--- src/rtl/wr_pkg.sv ---
package wr_pkg;

    typedef enum logic [1:0] {
        ST_IDLE,
        ST_DEV,
        ST_SPLIT_LO,
        ST_SPLIT_HI
    } rt_state_e;

    typedef enum logic [2:0] {
        ACT_ERR,
        ACT_RAM,
        ACT_FWD,
        ACT_SPLIT,
        ACT_DROP
    } rt_action_e;

endpackage

--- src/rtl/wr_region_decode.sv ---
module wr_region_decode #(
    parameter int ADDR_W      = 32,
    parameter int NUM_REGIONS = 4,
    parameter int MASK_W      = 5,
    parameter int IDX_W       = 2,
    parameter logic [NUM_REGIONS-1:0][ADDR_W-1:0] BASE   = '0,
    parameter logic [NUM_REGIONS-1:0][ADDR_W-1:0] SPAN   = '0,
    parameter logic [NUM_REGIONS-1:0]             IS_RAM = '0,
    parameter logic [NUM_REGIONS-1:0][MASK_W-1:0] SUPP   = '0
) (
    input  logic [ADDR_W-1:0] addr,
    output logic              hit,
    output logic [IDX_W-1:0]  idx,
    output logic              is_ram,
    output logic [MASK_W-1:0] supp,
    output logic [ADDR_W-1:0] offset
);

    logic [NUM_REGIONS-1:0]             match;
    logic [NUM_REGIONS-1:0][ADDR_W-1:0] rel;

    for (genvar g = 0; g < NUM_REGIONS; g++) begin : g_region
        assign rel[g]   = addr - BASE[g];
        assign match[g] = (addr >= BASE[g]) && (rel[g] < SPAN[g]);
    end

    // scan downward so the lowest matching index is the last one written
    always_comb begin
        hit    = 1'b0;
        idx    = '0;
        is_ram = 1'b0;
        supp   = '0;
        offset = '0;
        for (int i = NUM_REGIONS - 1; i >= 0; i--) begin
            if (match[i]) begin
                hit    = 1'b1;
                idx    = IDX_W'(i);
                is_ram = IS_RAM[i];
                supp   = SUPP[i];
                offset = rel[i];
            end
        end
    end

endmodule

--- src/rtl/wr_lane_mask.sv ---
module wr_lane_mask #(
    parameter int DATA_W = 128,
    parameter int SIZE_W = 3,
    localparam int NBYTES = DATA_W / 8
) (
    input  logic [SIZE_W-1:0] size,
    input  logic [DATA_W-1:0] din,
    output logic [NBYTES-1:0] be,
    output logic [DATA_W-1:0] dout
);

    for (genvar b = 0; b < NBYTES; b++) begin : g_lane
        // lane b is live when b < 2^size
        assign be[b]             = ((32'(b) >> size) == 32'd0);
        assign dout[8*b +: 8]    = be[b] ? din[8*b +: 8] : 8'h00;
    end

endmodule

--- src/rtl/wr_dirty_map.sv ---
module wr_dirty_map #(
    parameter int NUM_PAGES = 16,
    localparam int PG_IDX_W = $clog2(NUM_PAGES)
) (
    input  logic                clk,
    input  logic                rst_n,
    input  logic                set_en,
    input  logic [PG_IDX_W-1:0] set_idx,
    input  logic                clr_en,
    input  logic [PG_IDX_W-1:0] clr_idx,
    input  logic [PG_IDX_W-1:0] rd_idx,
    output logic                rd_bit
);

    logic [NUM_PAGES-1:0] bits_d, bits_q;

    always_comb begin
        bits_d = bits_q;
        if (clr_en) bits_d[clr_idx] = 1'b0;
        if (set_en) bits_d[set_idx] = 1'b1;   // a write beats a clear
    end

    always_ff @(posedge clk or negedge rst_n) begin
        if (!rst_n) bits_q <= '0;
        else        bits_q <= bits_d;
    end

    assign rd_bit = bits_q[rd_idx];

    a_r5_set_sticks: assert property (@(posedge clk) disable iff (!rst_n)
        set_en |=> bits_q[$past(set_idx)]);

    a_r5_clear_takes: assert property (@(posedge clk) disable iff (!rst_n)
        (clr_en && !(set_en && set_idx == clr_idx)) |=> !bits_q[$past(clr_idx)]);

endmodule

--- src/rtl/mem_write_router.sv ---
module mem_write_router
    import wr_pkg::*;
#(
    parameter int ADDR_W      = 32,
    parameter int DATA_W      = 128,
    parameter int SIZE_W      = 3,
    parameter int NUM_REGIONS = 4,
    parameter int PAGE_W      = 12,
    parameter int NUM_PAGES   = 16,
    localparam int NBYTES     = DATA_W / 8,
    localparam int MAX_CODE   = $clog2(NBYTES),
    localparam int MASK_W     = MAX_CODE + 1,
    localparam int IDX_W      = (NUM_REGIONS > 1) ? $clog2(NUM_REGIONS) : 1,
    localparam int PG_IDX_W   = $clog2(NUM_PAGES),
    parameter logic [NUM_REGIONS-1:0][ADDR_W-1:0] REGION_BASE =
        {32'h2000_0000, 32'h1000_0000, 32'h1000_0000, 32'h8000_0000},
    parameter logic [NUM_REGIONS-1:0][ADDR_W-1:0] REGION_SPAN =
        {32'h0000_0100, 32'h0001_0000, 32'h0000_1000, 32'h0001_0000},
    parameter logic [NUM_REGIONS-1:0]             REGION_RAM  = 4'b0001,
    parameter logic [NUM_REGIONS-1:0][MASK_W-1:0] REGION_SUPP =
        {5'b00011, 5'b11111, 5'b00100, 5'b11111}
) (
    input  logic                clk,
    input  logic                rst_n,
    input  logic                req_valid,
    output logic                req_ready,
    input  logic [ADDR_W-1:0]   req_addr,
    input  logic [SIZE_W-1:0]   req_size,
    input  logic [DATA_W-1:0]   req_data,
    output logic                rsp_valid,
    output logic                rsp_err,
    output logic                ram_we,
    output logic [IDX_W-1:0]    ram_region,
    output logic [ADDR_W-1:0]   ram_addr,
    output logic [NBYTES-1:0]   ram_be,
    output logic [DATA_W-1:0]   ram_wdata,
    output logic                dev_valid,
    input  logic                dev_ready,
    output logic [IDX_W-1:0]    dev_region,
    output logic [ADDR_W-1:0]   dev_offset,
    output logic [SIZE_W-1:0]   dev_size,
    output logic [DATA_W-1:0]   dev_data,
    input  logic [PG_IDX_W-1:0] dirty_sel,
    input  logic                dirty_clr,
    output logic                dirty_bit
);

    localparam int HALF_W = 32;
    localparam logic [SIZE_W-1:0] CODE_WORD   = SIZE_W'(2);
    localparam logic [SIZE_W-1:0] CODE_DWORD  = SIZE_W'(3);

    typedef struct packed {
        rt_state_e           st;
        logic                rsp_valid;
        logic                rsp_err;
        logic                ram_we;
        logic [IDX_W-1:0]    ram_region;
        logic [ADDR_W-1:0]   ram_addr;
        logic [NBYTES-1:0]   ram_be;
        logic [DATA_W-1:0]   ram_wdata;
        logic [IDX_W-1:0]    dev_region;
        logic [ADDR_W-1:0]   dev_offset;
        logic [SIZE_W-1:0]   dev_size;
        logic [DATA_W-1:0]   dev_data;
        logic [HALF_W-1:0]   hi_word;
    } rt_regs_t;

    rt_regs_t r_d, r_q;

    // ---------------- decode ----------------
    logic              dec_hit, dec_ram;
    logic [IDX_W-1:0]  dec_idx;
    logic [MASK_W-1:0] dec_supp;
    logic [ADDR_W-1:0] dec_off;

    wr_region_decode #(
        .ADDR_W(ADDR_W), .NUM_REGIONS(NUM_REGIONS), .MASK_W(MASK_W), .IDX_W(IDX_W),
        .BASE(REGION_BASE), .SPAN(REGION_SPAN), .IS_RAM(REGION_RAM), .SUPP(REGION_SUPP)
    ) i_decode (
        .addr(req_addr), .hit(dec_hit), .idx(dec_idx), .is_ram(dec_ram),
        .supp(dec_supp), .offset(dec_off)
    );

    logic [NBYTES-1:0] lane_be;
    logic [DATA_W-1:0] lane_data;

    wr_lane_mask #(.DATA_W(DATA_W), .SIZE_W(SIZE_W)) i_lanes (
        .size(req_size), .din(req_data), .be(lane_be), .dout(lane_data)
    );

    logic              size_ok;
    logic [MASK_W-1:0] size_onehot;
    rt_action_e        act;

    always_comb begin
        size_ok     = (req_size <= SIZE_W'(MAX_CODE));
        size_onehot = MASK_W'(1) << req_size;
        if (!size_ok || !dec_hit)
            act = ACT_ERR;
        else if (dec_ram)
            act = ACT_RAM;
        else if ((dec_supp & size_onehot) != '0)
            act = ACT_FWD;
        else if (req_size == CODE_DWORD && dec_supp[2] && DATA_W >= 2 * HALF_W)
            act = ACT_SPLIT;
        else
            act = ACT_DROP;
    end

    logic take;
    assign req_ready = (r_q.st == ST_IDLE);
    assign take      = req_valid && req_ready;

    // ---------------- next state ----------------
    always_comb begin
        r_d           = r_q;
        r_d.rsp_valid = 1'b0;
        r_d.rsp_err   = 1'b0;
        r_d.ram_we    = 1'b0;
        unique case (r_q.st)
            ST_IDLE: begin
                if (req_valid) begin
                    unique case (act)
                        ACT_ERR: begin
                            r_d.rsp_valid = 1'b1;
                            r_d.rsp_err   = 1'b1;
                        end
                        ACT_RAM: begin
                            r_d.rsp_valid  = 1'b1;
                            r_d.ram_we     = 1'b1;
                            r_d.ram_region = dec_idx;
                            r_d.ram_addr   = dec_off;
                            r_d.ram_be     = lane_be;
                            r_d.ram_wdata  = lane_data;
                        end
                        ACT_FWD: begin
                            r_d.st         = ST_DEV;
                            r_d.dev_region = dec_idx;
                            r_d.dev_offset = dec_off;
                            r_d.dev_size   = req_size;
                            r_d.dev_data   = req_data;
                        end
                        ACT_SPLIT: begin
                            r_d.st         = ST_SPLIT_LO;
                            r_d.dev_region = dec_idx;
                            r_d.dev_offset = dec_off;
                            r_d.dev_size   = CODE_WORD;
                            r_d.dev_data   = DATA_W'(req_data[HALF_W-1:0]);
                            r_d.hi_word    = req_data[2*HALF_W-1:HALF_W];
                        end
                        default: begin
                            r_d.rsp_valid = 1'b1;
                        end
                    endcase
                end
            end
            ST_DEV, ST_SPLIT_HI: begin
                if (dev_ready) begin
                    r_d.st        = ST_IDLE;
                    r_d.rsp_valid = 1'b1;
                end
            end
            ST_SPLIT_LO: begin
                if (dev_ready) begin
                    r_d.st         = ST_SPLIT_HI;
                    r_d.dev_offset = r_q.dev_offset + ADDR_W'(4);
                    r_d.dev_data   = DATA_W'(r_q.hi_word);
                end
            end
            default: r_d.st = ST_IDLE;
        endcase
    end

    always_ff @(posedge clk or negedge rst_n) begin
        if (!rst_n) r_q <= '0;
        else        r_q <= r_d;
    end

    assign rsp_valid  = r_q.rsp_valid;
    assign rsp_err    = r_q.rsp_err;
    assign ram_we     = r_q.ram_we;
    assign ram_region = r_q.ram_region;
    assign ram_addr   = r_q.ram_addr;
    assign ram_be     = r_q.ram_be;
    assign ram_wdata  = r_q.ram_wdata;
    assign dev_valid  = (r_q.st != ST_IDLE);
    assign dev_region = r_q.dev_region;
    assign dev_offset = r_q.dev_offset;
    assign dev_size   = r_q.dev_size;
    assign dev_data   = r_q.dev_data;

    // ---------------- dirty pages ----------------
    wr_dirty_map #(.NUM_PAGES(NUM_PAGES)) i_dirty (
        .clk(clk), .rst_n(rst_n),
        .set_en(take && act == ACT_RAM),
        .set_idx(dec_off[PAGE_W +: PG_IDX_W]),
        .clr_en(dirty_clr), .clr_idx(dirty_sel),
        .rd_idx(dirty_sel), .rd_bit(dirty_bit)
    );

    // ---------------- assertions ----------------
    a_r9_dev_hold: assert property (@(posedge clk) disable iff (!rst_n)
        (dev_valid && !dev_ready) |=> (dev_valid && $stable(dev_offset) && $stable(dev_data)
                                       && $stable(dev_size) && $stable(dev_region)));

    a_r7_second_half: assert property (@(posedge clk) disable iff (!rst_n)
        (r_q.st == ST_SPLIT_LO && dev_ready) |=>
            (dev_valid && dev_size == CODE_WORD && dev_offset == $past(dev_offset) + ADDR_W'(4)));

    a_r2_rsp_has_cause: assert property (@(posedge clk) disable iff (!rst_n)
        rsp_valid |-> ($past(take) || $past(dev_valid && dev_ready)));

    a_r4_lanes_from_zero: assert property (@(posedge clk) disable iff (!rst_n)
        ram_we |-> (ram_be[0] && ((ram_be & (ram_be + NBYTES'(1))) == '0)));

    a_r1_err_no_write: assert property (@(posedge clk) disable iff (!rst_n)
        (rsp_valid && rsp_err) |-> !ram_we);

endmodule

--- config.mk ---
export PLATFORM = sky130hd
export DESIGN_NAME = mem_write_router
export DESIGN_NICKNAME = d
export VERILOG_FILES = /design/src/rtl/wr_pkg.sv /design/src/rtl/wr_region_decode.sv /design/src/rtl/wr_lane_mask.sv /design/src/rtl/wr_dirty_map.sv /design/src/rtl/mem_write_router.sv
export SDC_FILE = /design/constraint.sdc
export NUM_CORES = 1
export LEC_CHECK = 0
export CAP_MARGIN = 20
export CELL_PAD_IN_SITES_DETAIL_PLACEMENT = 2
export CELL_PAD_IN_SITES_GLOBAL_PLACEMENT = 2
export CORE_MARGIN = 2
export CORE_UTILIZATION = 30
export CTS_CLUSTER_SIZE = 16
export DETAILED_ROUTE_END_ITERATION = 6
export DONT_BUFFER_PORTS = 1
export PLACE_DENSITY = 0.72
export RECOVER_POWER = 25
export REMOVE_ABC_BUFFERS = 1
export SYNTH_ARGS = -nofsm -noshare
export SYNTH_HDL_FRONTEND = slang
export SYNTH_SLANG_ARGS = --single-unit
export TNS_END_PERCENT = 100
--- constraint.sdc ---
create_clock -name clk -period 3.33 [get_ports clk]
set_input_delay 0.1665 -clock clk [delete_from_list [all_inputs] [get_ports clk]]
set_output_delay 0.1665 -clock clk [all_outputs]
set_load 0.02 [all_outputs]
==> results.sh, run 1 <==
export IMPL_worst_pin_slew_ns=1.97
export IMPL_via_per_inst=5.20
export IMPL_violations="hold timing, slew limit"
export IMPL_drt_pass1_iter_count=4
export IMPL_numClockSinks=396
export IMPL_antenna_found_initial=5
export IMPL_synth_largest_area_cell="dfrtp_1"
export IMPL_p_leak_nw=9.49
export IMPL_finalWirelength_mm=67.2
export IMPL_yosysMostFrequentCell="dfrtp_1"
export IMPL_cts_tree="built"
export IMPL_holdBufCountCts=176
export IMPL_netlist_area_sq_um=18800
export IMPL_globalRouteOverflowTotal=0
export IMPL_hold_violations=396
export IMPL_clkSlewWorstSetupHoldPaths_ns=0.06
export IMPL_ant_nets=0
export IMPL_crit_required_ns=3.81
export IMPL_fillers=6574
export IMPL_outcome="complete, but fails checks"
export IMPL_final_min_clock_period_ns=3.14
export IMPL_crit_family="buffers and inverters"
export IMPL_cts_max_path_buffers=3
export IMPL_io_buffers=0
export IMPL_final_setup_viol_count=0
export IMPL_ys_seq_area_share_pct=52.6
export IMPL_dieWidth_um=255
export IMPL_dp_hpwl_mm=41.0
export IMPL_rsz0062_at_grt="false"
export IMPL_layout_nets=1812
export IMPL_synth_edf_count=0
export IMPL_grt_max_degree=397
export IMPL_skew_ns=0.0195
export IMPL_drv_cap=0
export IMPL_clock_fmax_mhz=319
export IMPL_ir_worst_vdd_v=0.000407
export IMPL_p_per_area_nw_per_um2=738
export IMPL_synth_ff_type="dfrtp_1"
export IMPL_wl_per_cell_um=26.9
export IMPL_netlist_area_leader_share_pct=52.6
export IMPL_syn_avg_cell_area_sq_um=10.4
export IMPL_io_pins=521
export IMPL_final_setup_tns_ns=0
export IMPL_core_area_sq_um=61900
export IMPL_slew_headroom_pct=-31.2
export IMPL_synthTopCellsByCount="dfrtp_1, buf_4, nand2_1"
export IMPL_syn_inst=1809
export IMPL_ys_ff_latch=396
export IMPL_ys_types=61
export IMPL_dp_slack_ns=0.259
export IMPL_insertion_delay_ns=0.57
export IMPL_fin_ws_ns=0.195
export IMPL_worst_setup_path_end_kind="flop"
export IMPL_async_reset_ff_share_pct=100
export IMPL_fp_row_count=91
export IMPL_whs_ns=-0.691
export IMPL_startpoint_type="primary input"
export IMPL_drt_iter0_drc=535
export IMPL_die_h_um=255
export IMPL_postCtsSetupRepairBufs=0
export IMPL_crit_path_max_incr_delay_ns=0.64
export IMPL_h_tree_depth=2
export IMPL_drc=0
export IMPL_die_area_sq_um=64800
export IMPL_cp_arrival_ns=3.61
export IMPL_cp_max_fo=29
export IMPL_layout_drive_gt1_share_pct=10.5
export IMPL_numCtsBuffers=45
export IMPL_dr_total_vias=13000
export IMPL_grt_pass1_vias=15100
export IMPL_hold_class="in -> async"
export IMPL_crit_buf_inv=4
export IMPL_cts_root_buf="clkbuf_16"
export IMPL_grt_util_all_layers_pct=20.4
export IMPL_place_congestion=0.828
export IMPL_yosysWarningCount=0
export IMPL_synth_area_top_cells="dfrtp_1, buf_4, a22o_1, nand2_1, nor2_1"
export IMPL_crit_chain="dlygate4sd3_1, inv_1, ha_1, xnor2_1, o2111ai_1, buf_4, nor3b_1, o211ai_1, and3_4, buf_4, a22o_1"
export IMPL_slowest_stage="and3_4"
export IMPL_area_delta_synth_final_pct=9.24
export IMPL_final_util_pct=33.2
export IMPL_grt_pass1_wl_mm=99.5
export IMPL_slew_violations=159
export IMPL_crit_type="in -> reg"
export IMPL_fin_crit_sh_pct=94.1
export IMPL_start_util_pct=30.4
export IMPL_cpMostUsedCell="buf_4"
-- flip-flops by register name, summed over array words and instances (netlist names) --
| signal | flops |
|---|---|
| ram_wdata | 128 |
| ram_be | 16 |
| rsp_valid | 1 |
| r_q | 34 |
| i_dirty.bits_q | 16 |
| ram_we | 1 |
| ram_region | 2 |
| rsp_err | 1 |
| dev_offset | 32 |
| ram_addr | 32 |
| dev_data | 128 |
| dev_region | 2 |
| dev_size | 3 |
-- cells by family (layout without fill, tap and decap cells) --
group	Yosys count	count (layout)	share of synthesized area (%)
other	0	4	0
AO/OA/AOI/OAI	365	365	14.4
buffers and inverters	462	312	16.5
adder cells (fa/ha/maj)	14	14	0.930
XOR/XNOR	1	1	0.0465
multiplexers	41	41	2.75
AND/OR/NAND/NOR	530	530	12.7
flip-flops	396	396	52.6
-- layout by cell type (no fill, tap or decap), drive strengths merged, types with 5 or more instances in the layout --
cell         count
dlygate4sd3    175
nor2           114
ha              14
or2              5
clkbuf          66
nand3           76
buf             34
and2             9
mux2            36
a221oi          33
inv             24
nand2          258
a21o            11
a22o           161
a31oi            8
mux4             5
and3             7
bufinv           7
dfrtp          396
o21ai           80
nor3            19
nor4            11
a21oi           41
nand2b           8
-- final timing paths --
path	cells after the start	from	to	slack (ns)
worst max register to register	9	r_q[378]	ram_wdata[112]	0.46
min in group clk	4	req_size[2]	ram_be[6]	0.05
worst max-delay path	11	req_addr[29]	dev_data[99]	0.19
worst min register to register	1	r_q[20]	r_q[20]	0.51
max in group asynchronous	0	rst_n	dev_offset[31]	2.45
worst min-delay path	0	rst_n	ram_addr[6]	-0.69
-- metrics by stage --
stage,hold WS [ns],cells,power (mW),area (sq um)
floorplan,-0.129,1370,8.72,15800
global placement,-0.116,2240,9.37,17200
detailed placement,-0.113,2240,9.52,17200
CTS,-0.734,2496,15.2,20600
global route,-0.737,2499,15.8,20600
finish,-0.691,2500,15.2,20600
-- where the power goes --
group	leakage [nW]	internal, mW	switching [mW]
sequential	5.23	5.80	2.30
combinational	3.49	0.838	0.844
clock	0.768	3.28	2.12
-- timing repair --
| action | CTS | global route |
|---|---|---|
| endpoints found under the setup margin | 0 | 2 |
| resized for setup | 0 | 1 |
| endpoints found under the hold margin | 773 | 396 |
-- metal layers --
metal  GRT usage, %  vias up  part of all wire [%]
met2           36.4      472                    51
met3           6.69      108                   8.1
li1               -     5530                     -
met4           6.75        0                   3.0
met1           22.8     6879                    38
met5              0        -                     0
-- final cells by class --
type | instances | area, sq um | share of cell area, %
sequential | 396 | 9910 | 48.2
multi-input combinational | 951 | 5850 | 28.4
timing repair buffer | 209 | 2080 | 10.1
clock buffer | 66 | 1320 | 6.40
tap | 837 | 1050 | 5.09
clock inverter | 14 | 268 | 1.30
inverter | 23 | 88.8 | 0.432
antenna | 4 | 10.0 | 0.0487
Power figures use the tool's default switching activity.
==> run 2: changes to the inputs <==
==> constraint.sdc (replaced) <==
create_clock -name clk -period 3.33 [get_ports clk]
set_input_delay 0.1665 -clock clk [delete_from_list [all_inputs] [get_ports clk]]
set_output_delay 0.1665 -clock clk [all_outputs]
set_load 0.05 [all_outputs]
==> run 2 against run 1 <==
Effect of this change: total power rose by 13%; count of clock-buffer cells in the layout fell by 2; first-iteration DRC count rose by 5.6%; via count is 0.95% higher; the flow finishes with violations (hold timing).
==> results.sh, run 2 (synthesized netlist as in run 1, its figures left out) <==
export IMPL_r2r_slack_ns=0.47
export IMPL_clkSlewWorstSetupHoldPaths_ns=0.06
export IMPL_postCtsSetupRepairBufs=0
export IMPL_io_pins=521
export IMPL_grt_pass1_wl_mm=100
export IMPL_holdBufCountCts=176
export IMPL_power_frac_seq_pct=59.3
export IMPL_cts_resized=0
export IMPL_fin_ws_ns=0.299
export IMPL_final_min_clock_period_ns=3.03
export IMPL_grt_max_degree=397
export IMPL_p_sw_mw=7.53
export IMPL_dp_hpwl_mm=41.4
export IMPL_numCtsBuffers=44
export IMPL_p_int_mw=9.57
export IMPL_rsz0062_at_grt="false"
export IMPL_hold_class="in -> async"
export IMPL_layout_common_cells="dfrtp_1, nand2_1, dlygate4sd3_1"
export IMPL_rr_worst_depth=9
export IMPL_startpoint_type="primary input"
export IMPL_worst_pin_slew_ns=0.864
export IMPL_grt_util_all_layers_pct=20.5
export IMPL_final_setup_viol_count=0
export IMPL_cp_arrival_ns=3.52
export IMPL_insertion_delay_ns=0.57
export IMPL_outcome="complete, but fails checks"
export IMPL_layout_nets=1830
export IMPL_io_buffers=0
export IMPL_wl_per_cell_um=26.8
export IMPL_numClockSinks=396
export IMPL_p_leak_nw=9.55
export IMPL_drv_cap=0
export IMPL_drt_iter0_drc=565
export IMPL_whs_ns=-0.698
export IMPL_combPwrFrac_pct=11.6
export IMPL_core_area_sq_um=61900
export IMPL_cts_max_path_buffers=3
export IMPL_die_h_um=255
export IMPL_final_util_pct=33.2
export IMPL_p_total_mw=17.1
export IMPL_dieWidth_um=255
export IMPL_clock_fmax_mhz=330
export IMPL_p_per_area_nw_per_um2=831
export IMPL_fin_crit_sh_pct=91.0
export IMPL_ir_worst_vdd_v=0.000397
export IMPL_clockPowerShare_pct=29.2
export IMPL_hold_violations=396
export IMPL_layout_drive_gt1_share_pct=11.5
export IMPL_ant_nets=0
export IMPL_crit_required_ns=3.82
export IMPL_skew_ns=0.0137
export IMPL_worst_setup_path_end_kind="flop"
export IMPL_dr_total_vias=13100
export IMPL_fp_row_count=91
export IMPL_drt_pass1_iter_count=5
export IMPL_violations="hold timing"
export IMPL_die_area_sq_um=64800
export IMPL_crit_type="in -> reg"
export IMPL_cts_root_buf="clkbuf_16"
export IMPL_slew_violations=0
export IMPL_place_congestion=0.794
export IMPL_via_per_inst=5.20
export IMPL_drc=0
export IMPL_dp_slack_ns=0.386
export IMPL_slew_headroom_pct=42.3
export IMPL_final_setup_tns_ns=0
export IMPL_area_delta_synth_final_pct=9.31
export IMPL_antenna_found_initial=3
export IMPL_cts_tree="built"
export IMPL_h_tree_depth=2
export IMPL_p_sw_share_pct=44.0
export IMPL_globalRouteOverflowTotal=0
export IMPL_grt_pass1_vias=15200
export IMPL_cp_max_fo=53
export IMPL_finalWirelength_mm=67.7
export IMPL_start_util_pct=30.4
export IMPL_mostFrequentLayoutCell="dfrtp_1"
[run 2: changes by cell type in the layout (fill, tap and decap cells not counted), moves of 2 or more]
cell / change
clkinv_2: +8
clkinvlp_4: -2
diode_2: +2
inv_6: +2
buf_4: +19
bufinv_16: -4
[run 2: worst max-delay path, cell delays in order]
cell,delay (ns)
dlygate4sd3_1,0.59
inv_1,0.22
ha_1,0.26
nand2b_1,0.10
o2111ai_1,0.57
nor4b_4,0.48
a211oi_1,0.10
o21bai_1,0.23
and2b_4,0.23
buf_12,0.27
a22o_1,0.22
[run 2: metrics by stage]
step,std cells,instance area (sq um)
6_report,2521,20600
5_1_grt,2518,20600
4_1_cts,2515,20600
3_5_place_dp,2259,17300
3_3_place_gp,2259,17300
2_1_floorplan,1370,15800
[run 2: cell type report]
cell class	instances	area (sq um)
flip-flops and latches	396	9910
repair buffers	228	2220
well taps	837	1050
diodes	6	15.0
fillers	6604	41400
inverters	23	88.8
clock inverters	16	163
clock buffers	64	1290
multi-input cells	951	5850
[run 2: routing by layer]
layer / wire [um] / vias to the layer above / share of wire, % / track usage (%)
met5: 0 / - / 0 / 0
met4: 2290 / 0 / 3.4 / 7.82
met3: 6110 / 125 / 9.0 / 7.37
met2: 34200 / 517 / 51 / 35.7
met1: 25100 / 6911 / 37 / 22.9
li1: - / 5559 / - / -
[run 2: path summary, 6_finish.rpt]
path                              startpoint                 to
worst max-delay path            req_addr[29]       dev_data[41]
worst min-delay path                   rst_n      dev_offset[0]
worst max register to register      r_q[379]  i_dirty.bits_q[3]
worst min register to register        r_q[9]             r_q[9]
max in group asynchronous              rst_n      ram_wdata[24]
min in group clk                 req_size[2]          ram_be[6]
[run 2: power by group through the flow]
| stage | Combinational (mW) | Sequential (mW) | Clock, mW |
|---|---|---|---|
| after floorplan | 1.09 | 9.89 | 0 |
| after global placement | 1.55 | 10.1 | 0 |
| after detailed placement | 1.68 | 10.2 | 0 |
| after CTS | 1.93 | 10.1 | 5.09 |
| after global routing | 2.19 | 10.2 | 5.32 |
| final | 1.97 | 10.1 | 4.99 |
==> run 3: changes to the inputs <==
--- a/config.mk
+++ b/config.mk
@@ -9,11 +9,11 @@
 export CELL_PAD_IN_SITES_DETAIL_PLACEMENT = 2
 export CELL_PAD_IN_SITES_GLOBAL_PLACEMENT = 2
 export CORE_MARGIN = 2
-export CORE_UTILIZATION = 30
+export CORE_UTILIZATION = 38
 export CTS_CLUSTER_SIZE = 16
 export DETAILED_ROUTE_END_ITERATION = 6
 export DONT_BUFFER_PORTS = 1
-export PLACE_DENSITY = 0.72
+export PLACE_DENSITY = 0.86
 export RECOVER_POWER = 25
 export REMOVE_ABC_BUFFERS = 1
 export SYNTH_ARGS = -nofsm -noshare
==> run 3 against run 2 <==
Effect of this change: critical endpoint is now dev_data[9]; clock power barely moved; setup slack got worse by 0.13 ns; final cell count shrank 7.5%; the run ends with hold timing, slew limit left; sequential cell count unchanged; combinational power is 8% higher; count of clock-buffer cells in the layout down 5; total power increased by 1.5%; highest routed layer unchanged; global-route usage up 7.5 points; core utilization is 8.3 points higher.
==> results.sh, run 3 (synthesized netlist as in run 1, its figures left out) <==
export IMPL_outcome="complete, but fails checks"
export IMPL_cts_tree="built"
export IMPL_die_area_sq_um=51400
export IMPL_slew_violations=190
export IMPL_violations="hold timing, slew limit"
export IMPL_drv_cap=0
export IMPL_clkSlewWorstSetupHoldPaths_ns=0.06
export IMPL_start_util_pct=38.5
export IMPL_cts_root_buf="clkbuf_16"
export IMPL_crit_path_max_incr_delay_ns=0.60
export IMPL_fin_cells=2332
export IMPL_layout_common_cells="dfrtp_1, nand2_1, dlygate4sd3_1"
export IMPL_cpMostUsedCell="buf_12"
export IMPL_fin_crit_sh_pct=94.8
export IMPL_p_total_mw=17.4
export IMPL_layout_drive_gt1_share_pct=10.9
export IMPL_r2r_slack_ns=0.43
export IMPL_hold_violations=396
export IMPL_holdBufCountCts=176
export IMPL_insertion_delay_ns=0.59
export IMPL_finalWirelength_mm=73.0
export IMPL_die_h_um=227
export IMPL_drt_pass1_iter_count=4
export IMPL_clock_fmax_mhz=317
export IMPL_worst_pin_slew_ns=1.98
export IMPL_cp_arrival_ns=3.65
export IMPL_dieWidth_um=227
export IMPL_ant_nets=0
export IMPL_postCtsSetupRepairBufs=0
export IMPL_crit_chain="dlygate4sd3_1, inv_1, ha_1, xnor2_1, o2111ai_2, nor3b_1, o211ai_1, and3_4, buf_12, buf_12, a221oi_1, nor2_1"
export IMPL_drc=0
export IMPL_crit_type="in -> reg"
export IMPL_area_delta_synth_final_pct=7.94
export IMPL_fillers=4937
export IMPL_via_per_inst=5.89
export IMPL_rsz0062_at_grt="false"
export IMPL_cp_startpoint="req_addr[29]"
export IMPL_grt_pass1_vias=15900
export IMPL_io_buffers=0
export IMPL_rr_worst_depth=10
export IMPL_crit_required_ns=3.82
export IMPL_crit_path_end="dev_data[9]"
export IMPL_dr_total_vias=13700
export IMPL_p_per_area_nw_per_um2=854
export IMPL_final_util_pct=41.5
export IMPL_dp_hpwl_mm=41.1
export IMPL_cp_max_fo=41
export IMPL_antenna_found_initial=4
export IMPL_mostFrequentLayoutCell="dfrtp_1"
export IMPL_cts_max_path_buffers=3
export IMPL_layout_nets=1821
export IMPL_hold_class="in -> async"
export IMPL_drt_iter0_drc=974
export IMPL_slowest_stage="dlygate4sd3_1"
export IMPL_whs_ns=-0.713
export IMPL_h_tree_depth=2
export IMPL_numClockSinks=396
export IMPL_numCtsBuffers=44
export IMPL_grt_pass1_wl_mm=108
export IMPL_slew_headroom_pct=-31.8
export IMPL_fp_row_count=81
export IMPL_dp_cells=2077
export IMPL_globalRouteOverflowTotal=0
export IMPL_ir_worst_vdd_v=0.000465
export IMPL_wl_per_cell_um=31.3
export IMPL_p_leak_nw=9.50
export IMPL_final_setup_viol_count=0
export IMPL_grt_max_degree=397
export IMPL_startpoint_type="primary input"
export IMPL_worstReg2RegStart="r_q[378]"
export IMPL_core_area_sq_um=49000
export IMPL_final_min_clock_period_ns=3.16
export IMPL_skew_ns=0.0203
export IMPL_worst_setup_path_end_kind="flop"
export IMPL_rr_endpoint="dev_data[30]"
export IMPL_grt_util_all_layers_pct=28.0
export IMPL_io_pins=521
export IMPL_place_congestion=0.844
-- run 3: cell count changes in the layout (fill, tap and decap cells not counted), moves of 3 or more --
cell	delta
buf_4	-13
clkbuf_8	-5
buf_12	+4
clkinv_2	-4
clkinv_8	+3
diode_2	-3
-- run 3: layer usage --
| metal | wire length [um] | part of all wire (%) | GRT usage (%) |
|---|---|---|---|
| met2 | 37900 | 52 | 49.6 |
| met5 | 0 | 0 | 0 |
| met1 | 26300 | 36 | 30.9 |
| met4 | 2940 | 4.0 | 12.1 |
| met3 | 5880 | 8.1 | 8.60 |
-- run 3: metrics by stage --
step	setup slack (ns)	area, sq um	TNS [ns]
after floorplan	-4.78	15800	-924.68
after global placement	0.322	17100	0
after detailed placement	0.0389	17100	0
after CTS	0.0278	20300	0
after global routing	0.0287	20300	0
final	0.173	20300	0
-- run 3: layout make-up --
class	instances	area (sq um)	area share (%)
Multi-Input combinational cell	951	5860	28.8
Timing Repair Buffer	219	2210	10.9
Antenna cell	3	7.51	0.0369
Inverter	23	88.8	0.437
Clock buffer	59	1200	5.89
Clock inverter	17	229	1.13
Tap cell	664	831	4.09
Sequential cell	396	9910	48.7
-- run 3: critical path: cells and delay by family --
| family | cells | cell delay [ns] |
|---|---|---|
| compound gates | 3 | 0.67 |
| buf+inv | 4 | 1.33 |
| fa+ha+maj | 1 | 0.27 |
| xor+xnor | 1 | 0.17 |
| simple gates | 3 | 0.97 |
-- run 3: worst min-delay path by stage --
stage                     slack, ns  cells after the start  start           endpoint
after floorplan               -0.13                      0  rst_n        dev_data[0]
after global placement        -0.12                      0  rst_n      dev_offset[0]
after detailed placement      -0.12                      0  rst_n      dev_offset[0]
after CTS                     -0.73                      0  rst_n      dev_region[1]
after global routing          -0.74                      0  rst_n        ram_addr[6]
final                         -0.71                      0  rst_n  i_dirty.bits_q[0]
-- run 3: report_power, final --
part / internal, mW / total (mW) / switching, mW
registers: 5.74 / 10.2 / 4.48
logic: 0.912 / 2.12 / 1.20
clock network: 2.85 / 5.02 / 2.17
-- run 3: what timing repair did --
| action | CTS | global route |
|---|---|---|
| resized for setup | 0 | 2 |
| setup endpoints to repair | 0 | 61 |
| hold endpoints to repair | 773 | 396 |
